File: src/rtl/fesr_pkg.sv
package fesr_pkg;
  localparam int unsigned WORD_W      = 16;
  localparam int unsigned PAYLOAD_POS = 10;
  localparam int unsigned SERVER_POS  = 8;
  localparam int unsigned RSVD_POS    = 9;
  localparam int unsigned NUM_DEF     = 2;
  localparam int unsigned SYNC_STAGES = 2;

  typedef enum logic [0:0] {
    DEF_PAYLOAD = 1'b0,
    DEF_SERVER  = 1'b1
  } def_idx_e;
endpackage

File: src/rtl/fesr_rst_sync.sv
module fesr_rst_sync #(
  parameter int unsigned STAGES = 2
) (
  input  logic clk,
  input  logic rst_n,
  output logic rst_sync_n
);
  logic [STAGES-1:0] chain_q;
  logic [STAGES-1:0] chain_d;

  always_comb begin
    chain_d = {chain_q[STAGES-2:0], 1'b1};
  end

  always_ff @(posedge clk or negedge rst_n) begin
    if (!rst_n) chain_q <= '0;
    else        chain_q <= chain_d;
  end

  assign rst_sync_n = chain_q[STAGES-1];
endmodule

File: src/rtl/fesr_bit_cell.sv
module fesr_bit_cell (
  input  logic clk,
  input  logic rst_n,
  input  logic set_i,
  input  logic rd_i,
  input  logic clr_i,
  output logic stat_o
);
  logic stat_q, stat_d;
  logic fresh_q, fresh_d;
  logic guard;
  logic upd_en;

  // Bits set after the last read are guarded against a clear.
  always_comb begin
    guard   = rd_i ? 1'b0 : fresh_q;
    stat_d  = (stat_q & ~(clr_i & ~guard)) | set_i;
    fresh_d = rd_i ? set_i : (fresh_q | set_i);
    upd_en  = set_i | rd_i | clr_i;
  end

  always_ff @(posedge clk or negedge rst_n) begin
    if (!rst_n) begin
      stat_q  <= 1'b0;
      fresh_q <= 1'b0;
    end else if (upd_en) begin
      stat_q  <= stat_d;
      fresh_q <= fresh_d;
    end
  end

  assign stat_o = stat_q;


  set_latch_chk: assert property (@(posedge clk) disable iff (!rst_n)
    set_i |=> stat_q);


  hold_no_clr_chk: assert property (@(posedge clk) disable iff (!rst_n)
    (stat_q && !clr_i) |=> stat_q);


  clr_after_read_chk: assert property (@(posedge clk) disable iff (!rst_n)
    (rd_i && !set_i) |=> ((clr_i && !set_i) |=> !stat_q));


  protect_chk: assert property (@(posedge clk) disable iff (!rst_n)
    (set_i && !rd_i) |=> ((clr_i && !rd_i) |=> stat_q));


  read_only_chk: assert property (@(posedge clk) disable iff (!rst_n)
    (rd_i && !clr_i && !set_i) |=> $stable(stat_q));
endmodule

File: src/rtl/fesr_word_map.sv
module fesr_word_map #(
  parameter int unsigned WORD_W      = 16,
  parameter int unsigned PAYLOAD_POS = 10,
  parameter int unsigned SERVER_POS  = 8
) (
  input  logic              stat_pay_i,
  input  logic              stat_srv_i,
  input  logic              clr_en_i,
  input  logic [WORD_W-1:0] clr_mask_i,
  output logic [WORD_W-1:0] word_o,
  output logic              clr_pay_o,
  output logic              clr_srv_o
);
  for (genvar j = 0; j < WORD_W; j++) begin : g_bit
    if (j == PAYLOAD_POS) begin : g_pay
      assign word_o[j] = stat_pay_i;
    end else if (j == SERVER_POS) begin : g_srv
      assign word_o[j] = stat_srv_i;
    end else begin : g_zero
      assign word_o[j] = 1'b0;
    end
  end

  assign clr_pay_o = clr_en_i & clr_mask_i[PAYLOAD_POS];
  assign clr_srv_o = clr_en_i & clr_mask_i[SERVER_POS];
endmodule

File: src/rtl/far_end_path_status.sv
module far_end_path_status
  import fesr_pkg::*;
#(
  parameter int unsigned W    = WORD_W,
  parameter int unsigned PPOS = PAYLOAD_POS,
  parameter int unsigned SPOS = SERVER_POS
) (
  input  logic         clk,
  input  logic         rst_n,
  input  logic         payload_defect_i,
  input  logic         server_defect_i,
  input  logic         rd_en_i,
  output logic [W-1:0] rd_data_o,
  input  logic         clr_en_i,
  input  logic [W-1:0] clr_mask_i
);
  localparam logic [W-1:0] LIVE_MASK = (W'(1) << PPOS) | (W'(1) << SPOS);

  logic               rst_sync_n;
  logic [NUM_DEF-1:0] set_vec;
  logic [NUM_DEF-1:0] clr_vec;
  logic [NUM_DEF-1:0] stat_vec;

  fesr_rst_sync #(.STAGES(SYNC_STAGES)) u_rst (
    .clk        (clk),
    .rst_n      (rst_n),
    .rst_sync_n (rst_sync_n)
  );

  assign set_vec[DEF_PAYLOAD] = payload_defect_i;
  assign set_vec[DEF_SERVER]  = server_defect_i;

  for (genvar i = 0; i < NUM_DEF; i++) begin : g_cell
    fesr_bit_cell u_cell (
      .clk    (clk),
      .rst_n  (rst_sync_n),
      .set_i  (set_vec[i]),
      .rd_i   (rd_en_i),
      .clr_i  (clr_vec[i]),
      .stat_o (stat_vec[i])
    );
  end

  fesr_word_map #(.WORD_W(W), .PAYLOAD_POS(PPOS), .SERVER_POS(SPOS)) u_map (
    .stat_pay_i (stat_vec[DEF_PAYLOAD]),
    .stat_srv_i (stat_vec[DEF_SERVER]),
    .clr_en_i   (clr_en_i),
    .clr_mask_i (clr_mask_i),
    .word_o     (rd_data_o),
    .clr_pay_o  (clr_vec[DEF_PAYLOAD]),
    .clr_srv_o  (clr_vec[DEF_SERVER])
  );


  rsvd_zero_chk: assert property (@(posedge clk) disable iff (!rst_sync_n)
    (rd_data_o & ~LIVE_MASK) == '0);


  rsvd_clr_chk: assert property (@(posedge clk) disable iff (!rst_sync_n)
    (clr_en_i && ((clr_mask_i & LIVE_MASK) == '0)) |=> $stable(rd_data_o & LIVE_MASK) || $past(payload_defect_i || server_defect_i));


  set_wins_chk: assert property (@(posedge clk) disable iff (!rst_sync_n)
    (payload_defect_i && clr_en_i) |=> rd_data_o[PPOS]);
endmodule

File: config.mk
export PLATFORM = sky130hd
export DESIGN_NAME = far_end_path_status
export DESIGN_NICKNAME = d
export VERILOG_FILES = /design/src/rtl/fesr_pkg.sv /design/src/rtl/fesr_rst_sync.sv /design/src/rtl/fesr_bit_cell.sv /design/src/rtl/fesr_word_map.sv /design/src/rtl/far_end_path_status.sv
export SDC_FILE = /design/constraint.sdc
export NUM_CORES = 1
export LEC_CHECK = 0
export BUFFER_PORTS_ARGS = -buffer_cell sky130_fd_sc_hd__clkbuf_2
export CAP_MARGIN = 20
export CORE_AREA = 2 2 39 41
export CTS_CLUSTER_SIZE = 30
export DETAILED_ROUTE_END_ITERATION = 16
export DIE_AREA = 0 0 41 43
export PLACE_DENSITY = 0.6
export SYNTH_ARGS = -nofsm -noshare
export SYNTH_HDL_FRONTEND = slang
export SYNTH_SLANG_ARGS = --single-unit
File: constraint.sdc
create_clock -name clk -period 0.8 [get_ports clk]
set_input_delay 0.08 -clock clk [delete_from_list [all_inputs] [get_ports clk]]
set_output_delay 0.08 -clock clk [all_outputs]
set_load 0.005 [all_outputs]
==> summary.md, run 1 <==
| Metric | Value |
|---|---|
| VDD IR max | 0.6762 mV |
| CP top delay family | flip-flops |
| Setup TNS | 0 ns |
| # DRC | 0 |
| Clk slew on worst S/H paths | 0.04 ns |
| Cell variety after synth | 6 |
| Clk Tree Root Cell | clkbuf_4 |
| Worst Path Arrival | 0.72 ns |
| Crit-path cells | clkbuf_2 |
| Status | finished clean |
| Initial antenna violation count | 0 |
| Req. time, crit path | 0.72 ns |
| Area grow syn2layout | 12.60% |
| Worst skew pair latency | 0.24 ns |
| Main combinational cell family by area after synthesis | buffers and inverters |
| Nets | 68 |
| Synth area leader | dfrtp_1 |
| CTS H-Tree Depth | 1 |
| Largest net degree at the start of global routing | 5 |
| HP Class | input port to register |
| Dpl hpwl | 334.2 µm |
| Met2 wire length | 177 µm |
| Setup CP Type | register to output pin |
| Met3 wire len | 51 µm |
| ANT nets after route | 0 |
| Post-Syn Area per Cell | 10.24 µm² |
| Top Ports | 38 |
| Share of cells above drive strength 1 | 31.82% |
| Vias in the first global route | 151 |
| Final hold slack | 0.03214 ns |
| Routed vias/inst | 3.250 |
| Final hold violations | 0 |
| DP Cell Count | 56 |
| Worst-path fanout max | 2 |
| Buffers plus inverters on the worst setup path | 1 |
| Final core utilization | 26.67% |
| Most instantiated cells after synthesis | buf_4, dfrtp_1, nand2b_1 |
| CTS sink cnt | 6 |
| DR pass1 iterations | 4 |
| # diodes | 0 |
| Synth Area in Adders | 0% |
| Slowest cell on crit path | dfrtp_1 |
| Total core area | 1384 µm² |
| Die ar. | 1763 µm² |
| Worst Clk Skew | 0.0001732 ns |
| Maxcap violations | 0 |
| Final Cycle Share | 99.75% |
| Fraction of registers with async set/reset | 100.0% |
| FF+latch count, synth | 6 |
| Post-synthesis instance area | 327.8 µm² |
| Detailed Route Iter0 Violations | 2 |
| Die height | 43 µm |
| Count leader, synth | buf_4 |
| Maximum clock frequency | 1.253 GHz |
| Yosys warns | 0 |
| CP endpoint kind | output pin |
| Power density cells | 1832 nW/µm² |
| Setup Buffers After CTS | 0 |
| CTS buffer count | 3 |
| Fraction of synthesized area in multiplexers | 0% |
| Std-Cell Rows | 14 |
| Post-Synth Simple-Gate Area | 10.69% |
| Starting density of the core | 23.69% |
| Wl on met1 | 155 µm |
| Via count | 195 |
| Synth Area in Compound Gates | 4.580% |
| Mapped Cells | 32 |
| Share of the synthesized area in the top cell type | 45.80% |
| Final Max Slew Viols | 0 |
| Post-Route WL | 385 µm |
| Clock Path Buffers | 2 |
| Die W | 41 µm |
| Startpoint Class | register |
| CTS tree | yes |
| Gpl congestion | 0.5317 |
| Max Used Layer | met3 |
| I/O Buffers | 9 |
| Final min period | 0.7980 ns |
| Predominant post-synthesis flop cell | dfrtp_1 |
| DR WL/cell | 6.417 µm |
| Total grt overflow | 0 |
| Post-synth EDFFs | 0 |
| RSZ-0062 raised after global routing | yes |
| Pleak | 0.1974 nW |
| GRT Overall Usage | 5.354% |
| Largest stage delay, worst path | 0.37 ns |
| Largest cells by area after synthesis | dfrtp_1, buf_4, nand2b_1 |
| Final cell count without fillers | 60 |
| Global-route wire length before repair | 552 µm |
| Seq/Total Area, Yosys | 45.80% |
| Xor/xnor share of the synthesized area | 0% |
| Setup violators final | 0 |
registers in the layout, indices dropped and copies added (netlist names):
name                   flops
g_cell.u_cell.fresh_q      2
g_cell.u_cell.stat_o       2
u_rst.chain_q              2
cell type report:
cell class	count	area, µm²
fill	155	1015
tap	16	20.02
clock buffer	3	22.52
multi-input combinational	23	106.4
timing repair buffer	12	70.07
sequential	6	150.1
placed cells by master, fill, tap and decap left out:
cell	n
conb_1	15
clkbuf_4	3
a21o_1	2
nand2b_1	4
clkbuf_2	9
nand3_1	2
dlygate4sd3_1	1
buf_4	2
dfrtp_1	6
worst paths after layout:
path / startpoint / to / slack (ns) / cells after the start
setup / recovery: g_cell[0].u_cell.stat_o / rd_data_o[10] / 0.002 / 1
hold / removal: payload_defect_i / g_cell[0].u_cell.stat_o / 0.03 / 2
hold reg to reg: u_rst.chain_q[1] / g_cell[1].u_cell.fresh_q / 0.05 / 0
max in group asynchronous: rst_n / u_rst.chain_q[0] / 0.55 / 2
min in group asynchronous: u_rst.chain_q[1] / g_cell[1].u_cell.fresh_q / 0.05 / 0
setup reg to reg: g_cell[1].u_cell.fresh_q / g_cell[1].u_cell.stat_o / 0.01 / 3
per-stage QoR:
stage,power [mW],cell area [µm²],setup WS [ns]
finish,0.6762,369.1,0.002017
global route,0.7231,369.1,-0.04424
CTS,0.6965,369.1,-0.01916
detailed placement,0.4079,336.6,-0.007294
global placement,0.4062,336.6,0.007306
floorplan,0.4264,376.6,0.03514
power breakdown:
group / switching [mW] / total [mW] / internal (mW)
sequential: 0.00870 / 0.332 / 0.323
clock: 0.100 / 0.269 / 0.169
combinational: 0.0364 / 0.0751 / 0.0387
total: 0.145 / 0.676 / 0.531
what timing repair did:
item	in CTS	in global routing
endpoints found under the hold margin	2	0
pin swaps	4	0
resized for setup	0	0
hold buffers	1	0
endpoints found under the setup margin	4	4
cells by family (layout without fill, tap and decap cells):
kind of cell,after synthesis,after routing
AO/OA/AOI/OAI,2,2
buffers and inverters,16,15
flip-flops,6,6
other,2,15
AND/OR/NAND/NOR,6,6
routing by layer:
metal / GRT usage [%] / vias to the layer above
li1: - / 93
met1: 3.934 / 89
met2: 7.187 / 13
met3: 6.283 / 0
met4: 4.000 / 0
met5: 0 / -
(Power assumes the default switching activity.)
==> run 2, diff against run 1 <==
--- a/config.mk
+++ b/config.mk
@@ -5,13 +5,14 @@
 export SDC_FILE = /design/constraint.sdc
 export NUM_CORES = 1
 export LEC_CHECK = 0
+export ABC_AREA = 1
 export BUFFER_PORTS_ARGS = -buffer_cell sky130_fd_sc_hd__clkbuf_2
 export CAP_MARGIN = 20
 export CORE_AREA = 2 2 39 41
 export CTS_CLUSTER_SIZE = 30
 export DETAILED_ROUTE_END_ITERATION = 16
 export DIE_AREA = 0 0 41 43
-export PLACE_DENSITY = 0.6
+export PLACE_DENSITY = 0.68
 export SYNTH_ARGS = -nofsm -noshare
 export SYNTH_HDL_FRONTEND = slang
 export SYNTH_SLANG_ARGS = --single-unit
==> summary.md, run 2 <==
| Metric | Value |
|---|---|
| Final instance area | 375.4 µm² |
| Hold Crit Depth | 3 |
| R2R Path End | g_cell[0].u_cell.stat_o |
| Via count | 208 |
| Setup CP Type | register to output pin |
| WHS Endpoint | g_cell[1].u_cell.stat_o |
| Max Used Layer | met3 |
| Setup violators final | 0 |
| Clk Tree Root Cell | clkbuf_4 |
| Detailed Route Iter0 Violations | 1 |
| CTS sink cnt | 6 |
| DR WL/cell | 5.382 µm |
| # DRC | 0 |
| Switching portion of total power | 22.07% |
| Final Cycle Share | 99.28% |
| Largest stage delay, worst path | 0.37 ns |
| DR pass1 iterations | 2 |
| ANT nets after route | 0 |
| Final Max Slew Viols | 0 |
| R2R cell count | 3 |
| R2R setup slack | 0.10 ns |
| Clock share of power | 39.8% |
| Power density cells | 1794 nW/µm² |
| GRT Overall Usage | 5.141% |
| Initial antenna violation count | 0 |
| Sw Pwr | 0.1486 mW |
| Worst skew pair latency | 0.24 ns |
| Clk slew on worst S/H paths | 0.04 ns |
| Setup TNS | 0 ns |
| Worst Path Arrival | 0.71 ns |
| Std-Cell Rows | 14 |
| RSZ-0062 raised after global routing | yes |
| Die height | 43 µm |
| Post-Route WL | 366 µm |
| Maximum clock frequency | 1.259 GHz |
| Yosys warns | 0 |
| Crit-path cells | clkbuf_2 |
| Gpl congestion | 0.5715 |
| P_int | 0.5246 mW |
| Worst Clk Skew | 0.001502 ns |
| # diodes | 0 |
| Power share of the sequential group | 49.2% |
| Gate power share | 10.9% |
| Post-synthesis instance area | 341.6 µm² |
| Wl on met1 | 143 µm |
| Final core utilization | 27.12% |
| Dpl cell area | 335.3 µm² |
| Met2 wire length | 175 µm |
| CP startpoint | g_cell[1].u_cell.stat_o |
| Most instantiated cells after synthesis | buf_4, nand2_1, dfrtp_1, inv_1, conb_1 |
| Final hold violations | 0 |
| Slowest cell on crit path | dfrtp_1 |
| Area grow syn2layout | 9.890% |
| CTS tree | yes |
| Mapped Cells | 41 |
| Die W | 41 µm |
| Total core area | 1384 µm² |
| Pleak | 0.2359 nW |
| Hold_sp | server_defect_i |
| Total grt overflow | 0 |
| Share of cells above drive strength 1 | 25.00% |
| Predominant post-synthesis flop cell | dfrtp_1 |
| CTS H-Tree Depth | 1 |
| Met3 wire len | 47 µm |
| Starting density of the core | 24.68% |
| Largest net degree at the start of global routing | 5 |
| Final min period | 0.7942 ns |
| Share of the synthesized area in the top cell type | 43.96% |
| Maxcap violations | 0 |
| Reg2reg start | g_cell[0].u_cell.stat_o |
| Seq/Total Area, Yosys | 43.96% |
| VDD IR max | 0.7997 mV |
| Post-synth EDFFs | 0 |
| FF+latch count, synth | 6 |
| CP top delay family | flip-flops |
| I/O Buffers | 9 |
| Global-route wire length before repair | 510 µm |
| Post-Syn Area per Cell | 8.331 µm² |
| Req. time, crit path | 0.72 ns |
| Nets | 76 |
| Buffers plus inverters on the worst setup path | 1 |
| Largest cells by area after synthesis | dfrtp_1, buf_4, nand2_1 |
| Count leader, synth | buf_4 |
| Commonest non-fill, non-tap cell in the layout | conb_1 |
| Top Ports | 38 |
| HP Class | input port to register |
| Status | finished clean |
| Clock Path Buffers | 2 |
| Die ar. | 1763 µm² |
| Fraction of registers with async set/reset | 100.0% |
| Vias in the first global route | 155 |
| CTS buffer count | 3 |
| Cell variety after synth | 5 |
| Startpoint Class | register |
| Dpl hpwl | 314.7 µm |
| Routed vias/inst | 3.059 |
| Synth area leader | dfrtp_1 |
| Worst-path fanout max | 2 |
| Leading cell types in the layout, fill and taps excluded | conb_1, nand2_1, clkbuf_2, dfrtp_1, inv_1 |
| CP endpoint kind | output pin |
[run 2: changes by cell type in the layout (fill, tap and decap cells not counted), sizes merged]
cell / change
nand2: +12
inv: +5
nand2b: -4
a21o: -2
nand3: -2
buf: -1
[run 2: kinds of logic (layout without fill, tap and decap cells)]
family | after synthesis | after routing | synth area share, %
AND/OR/NAND/NOR | 12 | 12 | 13.19
flip-flops | 6 | 6 | 43.95
buffers and inverters | 21 | 19 | 40.66
other | 2 | 15 | 2.199
[run 2: layer usage]
metal	up-vias	track usage, %
met4	0	6.000
met5	-	0
li1	108	-
met1	86	3.257
met3	0	4.712
met2	14	7.187
[run 2: cell type report]
cell class                 count  area, µm²
clock buffer                   3      22.52
multi-input combinational     27      101.3
fill                         163       1008
inverter                       5      18.77
tap                           16      20.02
sequential                     6      150.1
timing repair buffer          11      62.56
[run 2: power groups by stage]
stage	clock [mW]	combinational, mW	sequential, mW
CTS	0.293	0.0744	0.332
global route	0.313	0.0897	0.333
floorplan	0	0.0965	0.335
finish	0.268	0.0735	0.332
global placement	0	0.0648	0.336
detailed placement	0	0.0658	0.336
[run 2: stage by stage]
| step | std cells | worst slack [ns] | total power, mW | hold slack [ns] |
|---|---|---|---|---|
| 3_3_place_gp | 63 | 0.1259 | 0.4006 | -0.1311 |
| 5_1_grt | 68 | -0.04850 | 0.7356 | 0.04678 |
| 3_5_place_dp | 63 | 0.1145 | 0.4021 | -0.1294 |
| 4_1_cts | 68 | -0.01661 | 0.6988 | 0.03141 |
| 2_1_floorplan | 54 | 0.1502 | 0.4311 | -0.2156 |
| 6_report | 68 | 0.005769 | 0.6732 | 0.03992 |
[run 2: how the worst max path moves through the flow]
stage	to	slack, ns	cells past startpoint
floorplan	g_cell[0].u_cell.stat_o	0.15	4
global route	rd_data_o[8]	-0.05	1
finish	rd_data_o[8]	0.006	1
CTS	rd_data_o[8]	-0.02	1
detailed placement	g_cell[1].u_cell.stat_o	0.11	4
global placement	g_cell[1].u_cell.stat_o	0.13	4
[run 2: what timing repair did]
action                                  4_1_cts  5_1_grt
hold buffers                                  1        0
endpoints found under the setup margin        2        2
resized for setup                             0        0
buffers inserted                              1        0
hold endpoints to repair                      2        0
==> run 3, diff against run 2 <==
--- a/config.mk
+++ b/config.mk
@@ -6,13 +6,13 @@
 export NUM_CORES = 1
 export LEC_CHECK = 0
 export ABC_AREA = 1
+export ABC_CLOCK_PERIOD_IN_PS = 800
 export BUFFER_PORTS_ARGS = -buffer_cell sky130_fd_sc_hd__clkbuf_2
 export CAP_MARGIN = 20
 export CORE_AREA = 2 2 39 41
 export CTS_CLUSTER_SIZE = 30
 export DETAILED_ROUTE_END_ITERATION = 16
 export DIE_AREA = 0 0 41 43
-export PLACE_DENSITY = 0.68
 export SYNTH_ARGS = -nofsm -noshare
 export SYNTH_HDL_FRONTEND = slang
 export SYNTH_SLANG_ARGS = --single-unit
==> summary.md, run 3 (synthesis gave the netlist of run 2 again) <==
| Metric | Value |
|---|---|
| Status | finished clean |
| Maxcap violations | 0 |
| Clock Path Buffers | 2 |
| Detailed Route Iter0 Violations | 0 |
| Die height | 43 µm |
| Final setup margin | 0.004562 ns |
| DR WL/cell | 5.794 µm |
| Via count | 209 |
| Routed vias/inst | 3.074 |
| Final hold violations | 0 |
| Share of cells above drive strength 1 | 25.00% |
| Reg2reg start | g_cell[0].u_cell.stat_o |
| CP startpoint | g_cell[0].u_cell.stat_o |
| Pleak | 0.2359 nW |
| Maximum clock frequency | 1.257 GHz |
| Pwr Total | 0.6721 mW |
| Gpl congestion | 0.6249 |
| Setup CP Type | register to output pin |
| Leading cell types in the layout, fill and taps excluded | conb_1, nand2_1, clkbuf_2, dfrtp_1, inv_1 |
| Pre-CTS WS | 0.1123 ns |
| # DRC | 0 |
| Hold_sp | server_defect_i |
| VDD IR max | 0.5561 mV |
| Buffers plus inverters on the worst setup path | 1 |
| # diodes | 0 |
| I/O Buffers | 9 |
| Area grow syn2layout | 9.890% |
| Nets | 76 |
| CTS sink cnt | 6 |
| Total core area | 1384 µm² |
| Startpoint Class | register |
| Vias in the first global route | 175 |
| CTS H-Tree Depth | 1 |
| Post-Route WL | 394 µm |
| Total grt overflow | 0 |
| Die ar. | 1763 µm² |
| Power density cells | 1791 nW/µm² |
| CTS buffer count | 3 |
| Req. time, crit path | 0.72 ns |
| CTS tree | yes |
| Std-Cell Rows | 14 |
| Dpl hpwl | 351.8 µm |
| Worst Clk Skew | 0.0005699 ns |
| Slowest cell on crit path | dfrtp_1 |
| Final Cycle Share | 99.43% |
| Crit-path cells | clkbuf_2 |
| Worst Path Arrival | 0.72 ns |
| Global-route wire length before repair | 558 µm |
| CP endpoint kind | output pin |
| Top Ports | 38 |
| Worst skew pair latency | 0.23 ns |
| CP top delay family | flip-flops |
| DR pass1 iterations | 1 |
| Final Max Slew Viols | 0 |
| Clk Tree Root Cell | clkbuf_4 |
| Worst-path fanout max | 2 |
| Largest stage delay, worst path | 0.37 ns |
| Clk slew on worst S/H paths | 0.04 ns |
| Initial antenna violation count | 0 |
| Setup violators final | 0 |
| # resized after CTS | 0 |
| Largest net degree at the start of global routing | 5 |
| Final min period | 0.7954 ns |
| ANT nets after route | 0 |
| RSZ-0062 raised after global routing | yes |
| Starting density of the core | 24.68% |
| HP Class | input port to register |
| Commonest non-fill, non-tap cell in the layout | conb_1 |
| GRT Overall Usage | 5.071% |
| Die W | 41 µm |
## run 3: final timing paths
check,to,slack [ns],depth (start not counted)
max,rd_data_o[10],0.005,1
min,g_cell[1].u_cell.fresh_q,0.04,3
max reg2reg,g_cell[0].u_cell.stat_o,0.09,3
min reg2reg,g_cell[0].u_cell.stat_o,0.06,0
max in group asynchronous,u_rst.chain_q[0],0.54,2
min in group asynchronous,g_cell[0].u_cell.stat_o,0.06,0
## run 3: layer usage
layer | share of wire (%) | vias up | wire [µm] | GRT usage, %
met5 | 0 | - | 0 | 0
met4 | 0 | 0 | 0 | 4.000
met3 | 11 | 0 | 44 | 3.141
met2 | 54 | 13 | 214 | 8.438
met1 | 34 | 89 | 135 | 3.654
li1 | - | 107 | - | -
## run 3: final cells by class
class	instances	area [µm²]
clock buffer	3	22.52
fill	156	1008
inverter	5	18.77
multi-input combinational	27	101.3
sequential	6	150.1
tap	16	20.02
timing repair buffer	11	62.56
## run 3: per-stage QoR
step                      instances  hold WS [ns]  util, %  area [µm²]  setup TNS, ns
after floorplan                  54       -0.2156        -       390.4              0
after global placement           63       -0.1324    24.23       335.3              0
after detailed placement         63       -0.1308    24.23       335.3              0
after CTS                        68       0.04045    27.12       375.4      -0.006223
after global routing             68       0.04976    27.12       375.4       -0.04540
final                            68       0.04240    27.12       375.4              0
## run 3: power by group
group          internal (mW)  leakage (nW)  switching (mW)
registers              0.323        0.0643         0.00846
clock network          0.169        0.0138          0.0974
logic                 0.0326         0.158          0.0418
## run 3: what timing repair did
item,CTS,global route
gates cloned,0,0
hold endpoints to repair,2,0
setup buffers,1,0
setup endpoints to repair,2,2
hold buffers,1,0
